===== src/rtl/xdag_pkg.sv =====
package xdag_pkg;
  typedef enum logic {ACC_PAGED = 1'b0, ACC_POINTER = 1'b1} acc_kind_e;
  typedef enum logic [1:0] {
    TGT_PAGE   = 2'd0,
    TGT_SELECT = 2'd1,
    TGT_PTR_LO = 2'd2,
    TGT_PTR_HI = 2'd3
  } sfr_tgt_e;

  function automatic logic [15:0] ptr_step(input logic [15:0] v);
    return v + 16'd1;
  endfunction

  function automatic logic [15:0] paged_addr(input logic [7:0] page, input logic [7:0] lo);
    return {page, lo};
  endfunction
endpackage


===== src/rtl/xdag_ptr_bank.sv =====
module xdag_ptr_bank #(
  parameter int BYTE_W   = 8,
  parameter int NUM_PTRS = 2,
  localparam int PTR_W   = 2 * BYTE_W,
  localparam int SEL_W   = (NUM_PTRS > 1) ? $clog2(NUM_PTRS) : 1
) (
  input  logic                      clk,
  input  logic                      rst_n,
  input  logic                      sel_wr,
  input  logic [SEL_W-1:0]          sel_wdata,
  input  logic                      ld_lo,
  input  logic                      ld_hi,
  input  logic [BYTE_W-1:0]         ld_data,
  input  logic                      inc,
  output logic [SEL_W-1:0]          sel_q,
  output logic [PTR_W-1:0]          active_ptr,
  output logic [NUM_PTRS*PTR_W-1:0] ptr_flat
);
  logic [PTR_W-1:0] ptr_q [NUM_PTRS];

  always_ff @(posedge clk) begin
    if (!rst_n)      sel_q <= '0;
    else if (sel_wr) sel_q <= sel_wdata;
  end

  for (genvar i = 0; i < NUM_PTRS; i++) begin : g_ptr
    logic is_act;
    assign is_act = (sel_q == SEL_W'(i));
    always_ff @(posedge clk) begin
      if (!rst_n)                ptr_q[i] <= '0;
      else if (is_act && ld_lo)  ptr_q[i][BYTE_W-1:0] <= ld_data;
      else if (is_act && ld_hi)  ptr_q[i][PTR_W-1:BYTE_W] <= ld_data;
      else if (is_act && inc)    ptr_q[i] <= xdag_pkg::ptr_step(ptr_q[i]);
    end
    assign ptr_flat[i*PTR_W +: PTR_W] = ptr_q[i];
  end

  always_comb begin
    active_ptr = '0;
    for (int k = 0; k < NUM_PTRS; k++)
      if (sel_q == SEL_W'(k)) active_ptr = ptr_q[k];
  end
endmodule


===== src/rtl/xdag_addr_mux.sv =====
module xdag_addr_mux #(
  parameter int BYTE_W  = 8,
  localparam int PTR_W  = 2 * BYTE_W
) (
  input  logic              kind,
  input  logic [BYTE_W-1:0] page,
  input  logic [BYTE_W-1:0] reg_byte,
  input  logic [PTR_W-1:0]  active_ptr,
  output logic [PTR_W-1:0]  addr
);
  import xdag_pkg::*;
  always_comb begin
    if (acc_kind_e'(kind) == ACC_POINTER) addr = active_ptr;
    else                                  addr = paged_addr(page, reg_byte);
  end
endmodule


===== src/rtl/xdata_addr_gen.sv =====
module xdata_addr_gen #(
  parameter int BYTE_W   = 8,
  parameter int NUM_PTRS = 2,
  localparam int PTR_W   = 2 * BYTE_W,
  localparam int SEL_W   = (NUM_PTRS > 1) ? $clog2(NUM_PTRS) : 1
) (
  input  logic              clk,
  input  logic              rst_n,
  input  logic              acc_kind,
  input  logic [BYTE_W-1:0] reg_byte,
  input  logic              rd_stb,
  input  logic              wr_stb,
  input  logic [BYTE_W-1:0] wr_data,
  input  logic              sfr_wr,
  input  logic [1:0]        sfr_sel,
  input  logic [BYTE_W-1:0] sfr_wdata,
  input  logic              ptr_inc,
  output logic [PTR_W-1:0]  mem_addr,
  output logic [BYTE_W-1:0] mem_wdata,
  output logic              mem_rd_en,
  output logic              mem_wr_en
);
  import xdag_pkg::*;

  logic [BYTE_W-1:0]         page_q;
  logic [SEL_W-1:0]          sel_q;
  logic [PTR_W-1:0]          active_ptr;
  logic [NUM_PTRS*PTR_W-1:0] ptr_flat;
  logic page_ld, sel_ld, lo_ld, hi_ld;
  logic ld_fire, inc_fire;

  assign page_ld  = sfr_wr && (sfr_tgt_e'(sfr_sel) == TGT_PAGE);
  assign sel_ld   = sfr_wr && (sfr_tgt_e'(sfr_sel) == TGT_SELECT);
  assign lo_ld    = sfr_wr && (sfr_tgt_e'(sfr_sel) == TGT_PTR_LO);
  assign hi_ld    = sfr_wr && (sfr_tgt_e'(sfr_sel) == TGT_PTR_HI);
  assign ld_fire  = lo_ld || hi_ld;
  assign inc_fire = ptr_inc;

  always_ff @(posedge clk) begin
    if (!rst_n)       page_q <= '0;
    else if (page_ld) page_q <= sfr_wdata;
  end

  xdag_ptr_bank #(.BYTE_W(BYTE_W), .NUM_PTRS(NUM_PTRS)) u_ptrs (
    .clk        (clk),
    .rst_n      (rst_n),
    .sel_wr     (sel_ld),
    .sel_wdata  (sfr_wdata[SEL_W-1:0]),
    .ld_lo      (lo_ld),
    .ld_hi      (hi_ld),
    .ld_data    (sfr_wdata),
    .inc        (inc_fire),
    .sel_q      (sel_q),
    .active_ptr (active_ptr),
    .ptr_flat   (ptr_flat)
  );

  xdag_addr_mux #(.BYTE_W(BYTE_W)) u_mux (
    .kind       (acc_kind),
    .page       (page_q),
    .reg_byte   (reg_byte),
    .active_ptr (active_ptr),
    .addr       (mem_addr)
  );

  assign mem_rd_en = rd_stb && !wr_stb;
  assign mem_wr_en = wr_stb && !rd_stb;
  assign mem_wdata = mem_wr_en ? wr_data : '0;
endmodule


===== config.mk =====
export PLATFORM = sky130hd
export DESIGN_NAME = xdata_addr_gen
export DESIGN_NICKNAME = d
export VERILOG_FILES = /design/src/rtl/xdag_pkg.sv /design/src/rtl/xdag_ptr_bank.sv /design/src/rtl/xdag_addr_mux.sv /design/src/rtl/xdata_addr_gen.sv
export SDC_FILE = /design/constraint.sdc
export NUM_CORES = 1
export LEC_CHECK = 0
export ABC_AREA = 1
export BUFFER_PORTS_ARGS = -buffer_cell sky130_fd_sc_hd__buf_2
export CORE_ASPECT_RATIO = 1.2
export CORE_MARGIN = 2
export CORE_UTILIZATION = 45
export DETAILED_ROUTE_END_ITERATION = 8
export PLACE_DENSITY = 0.72
export SLEW_MARGIN = 10
export SYNTH_ARGS = -nofsm -noshare
export SYNTH_HDL_FRONTEND = slang
export SYNTH_HIERARCHICAL = 1
export SYNTH_SLANG_ARGS = --single-unit

===== constraint.sdc =====
create_clock -name clk -period 2.2 [get_ports clk]
set_clock_uncertainty 0.05 [all_clocks]
set_input_delay 0.11 -clock clk [delete_from_list [all_inputs] [get_ports clk]]
set_output_delay 0.11 -clock clk [all_outputs]
set_load 0.02 [all_outputs]

==> After elaboration in Yosys (flattened, before gate mapping) <==
Memories as Yosys holds them, arrays and structs flattened.
Cells that the tools add are included.
W data, S select, Z words.
{ "word_totals": {"ram_bits": 32, "input_bits": 33, "memories": 1, "output_inout_bits": 26, "register_bits": 9} }
{ "mem_list": {"columns": ["name", "depth", "word_bits", "read_ports", "rd_ports_with_merged_regs", "write_ports", "line_no", "rtl"], "rows": [
  ["u_ptrs.ptr_q", 2, 16, 2, 0, 2, "xdag_ptr_bank.sv:19", "logic [PTR_W-1:0] ptr_q [NUM_PTRS];"]
]} }
{ "classes": {"n_mux": 36, "n_addsub": 2, "n_bitwise": 9, "reduce_logical": 15, "n_eq_ne": 3} }
{ "ops": {"columns": ["op", "count"], "rows": [
  ["$mux W8", 9],
  ["$add A16 B1 Y16 const B", 2],
  ["$mux W16", 2],
  ["$mux W1", 25],
  ["$logic_and A1 B1 Y1", 12],
  ["$or A1 B1 Y1", 8],
  ["$eq A2 B2 Y1 const B", 2],
  ["$eq A2 B1 Y1 const B", 1],
  ["$logic_not A1 Y1", 2],
  ["$logic_not A2 Y1", 1],
  ["$not A1 Y1", 1]
]} }

==> Logic depth before layout (Yosys ltp) <==
{ "logic_depth": {"ltp_word": 9, "depth_mapped": 11} }

==> Cells and area by module <==
The synthesis kept the hierarchy.
{ "modules_own_cells": {"columns": ["module", "n_inst", "area_each_um2", "cells_per_inst", "seq_area_each_um2"], "rows": [
  ["xdag_ptr_bank", 1, 2374.8, 342, 980.9],
  ["xdata_addr_gen", 1, 478.0, 79, 160.2],
  ["xdag_addr_mux", 1, 244.0, 52, 0.0]
]} }

==> Worst setup path before layout <==
No wires, ideal clock.
{ "synth_timing": {"kind": "input -> register", "startpoint": "input port sfr_wr", "endpoint": "memory u_ptrs/ptr_q[1][0] in the netlist's numbering (enable)", "arrival_ns": 1.708, "slack_ns": 0.133, "setup_ns": 0.309, "n_path_buf": 2, "t_required_ns": 1.841, "cell_stages": 9, "path_cell_list": "buf_4 > buf_6 > inv_1 > nor3_1 > nor2_1 > nand3_4 > inv_4 > a31oi_2 > nand2_1"} }
{ "synth_lines": {"columns": ["element", "line_no", "rtl"], "rows": [
  ["start, declared", "xdata_addr_gen.sv:14", "input logic sfr_wr,"],
  ["end, declared", "xdag_ptr_bank.sv:19", null]
]} }

==> metrics.csv <==
stage,metric,value,unit
die,rows,33,
timing,finalCritPeriodShare,0.793,
global_routing,grt_antenna_before_repair,0,
die,start_util,0.460,
clocking,cts.reportedPaths.clkPinSlew,80,ps
clocking,numCtsBuffers,5,
synthesis,syn_area,0.00310,mm²
drt,vias_per_cell,5.32,
clocking,numClockSinks,41,
global_routing,grt_max_degree,19,
synthesis,async_flop_share,0,
timing,period_minus_slack,1740,ps
clocking,cts_resized,0,
timing,fin_ws,456,ps
setup_path,cp_cell_sequence,ha_1 -> nand3_1 -> nor2_2 -> nand2_1 -> o21ai_0 -> nand2_1,
min_path,hold_path_class,in2reg,
setup_path,crit_top_cell,nand2_1,
drt,postRouteAntennaNets,0,
clocking,cts_hold_buffers,0,
layout,layout_commonest_cell,nand2_1,
setup_path,worstPathArrival,1740,ps
timing,tns,0,ps
drt,drt_wl_total,8.77,mm
synthesis,synth_ff_type,edfxtp_1,
synthesis,synth-edff-count,32,
setup_path,cp_max_fo,6,
die,die_w,79.7,µm
die,dieArea,0.00756,mm²
layout,fillers,653,
timing,tightest_slew,563,ps
die,ios,59,
synthesis,yosys_warnings,6,
layout,layout-drive-gt1-share,0.173,
timing,relSlewSlack,0.623,
synthesis,ys_ff_latch,41,
die,die_h,94.9,µm
layout,layout_common_cells,"nand2_1, buf_2, inv_1",
setup_path,start_kind,flip-flop,
power_and_ir_drop,p_leak,1.72,nW
setup_path,max_stage_delay,410,ps
global_routing,grt_usage,0.238,
setup_path,endpoint_kind,flip-flop,
timing,slew_viol_final,0,
synthesis,synth.distinct_cells,32,
synthesis,seq_area_frac_synth,0.368,
drt,initialDrtViolationCount,303,
drt,post_drt_wl_per_cell,14.2,µm
synthesis,synthCells,473,
power_and_ir_drop,power_density,550,mW/mm²
clocking,htree_levels,2,
placed_design,port_buffers,58,
clocking,cts_setup_buffers,0,
clocking,clock_latency,300,ps
status,status,"complete, no violations",
timing,setup_violations,0,
synthesis,syn_avg_cell_area,6.55,µm²
power_and_ir_drop,peakVddDrop,0.000347,V
drt,vias,3291,
placed_design,dpl.hpwl,6.72,mm
setup_path,worstSetupPathType,reg2reg,
timing,hold_viol,0,
timing,fmax,573,MHz
setup_path,critPathRequiredTime,2190,ps
global_routing,grt_pass1_vias,2897,
global_routing,overflow,0,
timing,whs,114,ps
power_and_ir_drop,p_total,1.95,mW
synthesis,syn-num-nets,508,
drt,drtPass1Iterations,5,
drt,drc,0,
timing,rsz0062_at_grt,no,
flow_run,cap_viol_max_count,0,
layout,diodes,0,
clocking,clock_path_buffers,2,
global_routing,grt_pass1_wl,13.8,mm
die,coreArea,0.00673,mm²
clocking,cts_root_buf,clkbuf_8,
setup_path,slowest_stage,edfxtp_1,
layout,nets,566,
placed_design,gp_congestion,1.00,
clocking,cts_tree,done,
layout,area_growth,14.4,%
placed_design,preCtsSetupSlack,467,ps
==> through the flow <==
stage,cell area (µm²),instances,util
after floorplan,3100,473,-
after global placement,3430,611,0.509
after detailed placement,3430,611,0.509
after CTS,3540,619,0.526
after global routing,3540,619,0.526
final,3540,619,0.526
==> where the power goes <==
| group | switching (mW) | leakage (nW) | internal [mW] |
|---|---|---|---|
| Sequential | 0.0515 | 0.410 | 0.889 |
| Clock | 0.265 | 0.0585 | 0.370 |
| Combinational | 0.252 | 1.26 | 0.119 |
==> layout make-up <==
cell class | count | area, µm² | share of cell area
Inverter | 60 | 238 | 0.0671
Timing Repair Buffer | 63 | 328 | 0.0925
Sequential cell | 41 | 1140 | 0.322
Multi-Input combinational cell | 360 | 1610 | 0.455
Clock inverter | 1 | 30.0 | 0.00848
Tap cell | 87 | 109 | 0.0307
Clock buffer | 7 | 86.3 | 0.0244
==> critical path, delay by kind of cell (launching register included) <==
| family | cells | cell delay (ps) |
|---|---|---|
| adders and majority gates | 1 | 240 |
| and+or+nand+nor | 4 | 570 |
| DFF | 1 | 410 |
| AOI/OAI and AO/OA | 1 | 210 |
==> logic make-up after synthesis <==
family | count (synthesis) | share of synthesized area
AO/OA/AOI/OAI | 60 | 0.104
XOR/XNOR | 2 | 0.00566
adder cells (fa/ha/maj) | 2 | 0.00808
buffers and inverters | 72 | 0.112
flip-flops | 41 | 0.368
AND/OR/NAND/NOR | 296 | 0.402
==> synth_stat cells, types with 5 or more instances <==
cell | n | area, µm²
nand4_1 | 5 | 31.3
edfxtp_1 | 32 | 961
o21ai_0 | 26 | 130
nand2_1 | 177 | 664
nor2_1 | 49 | 184
dfxtp_1 | 9 | 180
o21ai_1 | 5 | 25.0
inv_1 | 55 | 206
buf_6 | 5 | 56.3
a21oi_1 | 23 | 115
nand3_1 | 45 | 225
nand2_2 | 6 | 37.5
==> per-layer routing <==
metal | routed length [µm] | GRT usage | vias up
li1 | - | - | 1626
met1 | 3530 | 0.287 | 1463
met2 | 4270 | 0.425 | 187
met3 | 797 | 0.0459 | 15
met4 | 167 | 0.0747 | 0
met5 | 0 | 0 | -
==> path summary, 6_finish.rpt <==
kind | from | to | slack (ps) | depth (start not counted)
max | u_ptrs/ptr_q[0][1] | u_ptrs/ptr_q[0][10] | 460 | 6
min | sfr_wdata[0] | u_ptrs/sel_q | 110 | 3
max reg2reg | u_ptrs/ptr_q[0][1] | u_ptrs/ptr_q[0][10] | 460 | 6
min reg2reg | page_q[7] | page_q[7] | 440 | 2
==> flip-flops by register name, summed over array words and instances (netlist names) <==
name,flops
page_q,8
u_ptrs/sel_q,1
u_ptrs/ptr_q,32
No activity file was read; power rests on OpenSTA's default activity.
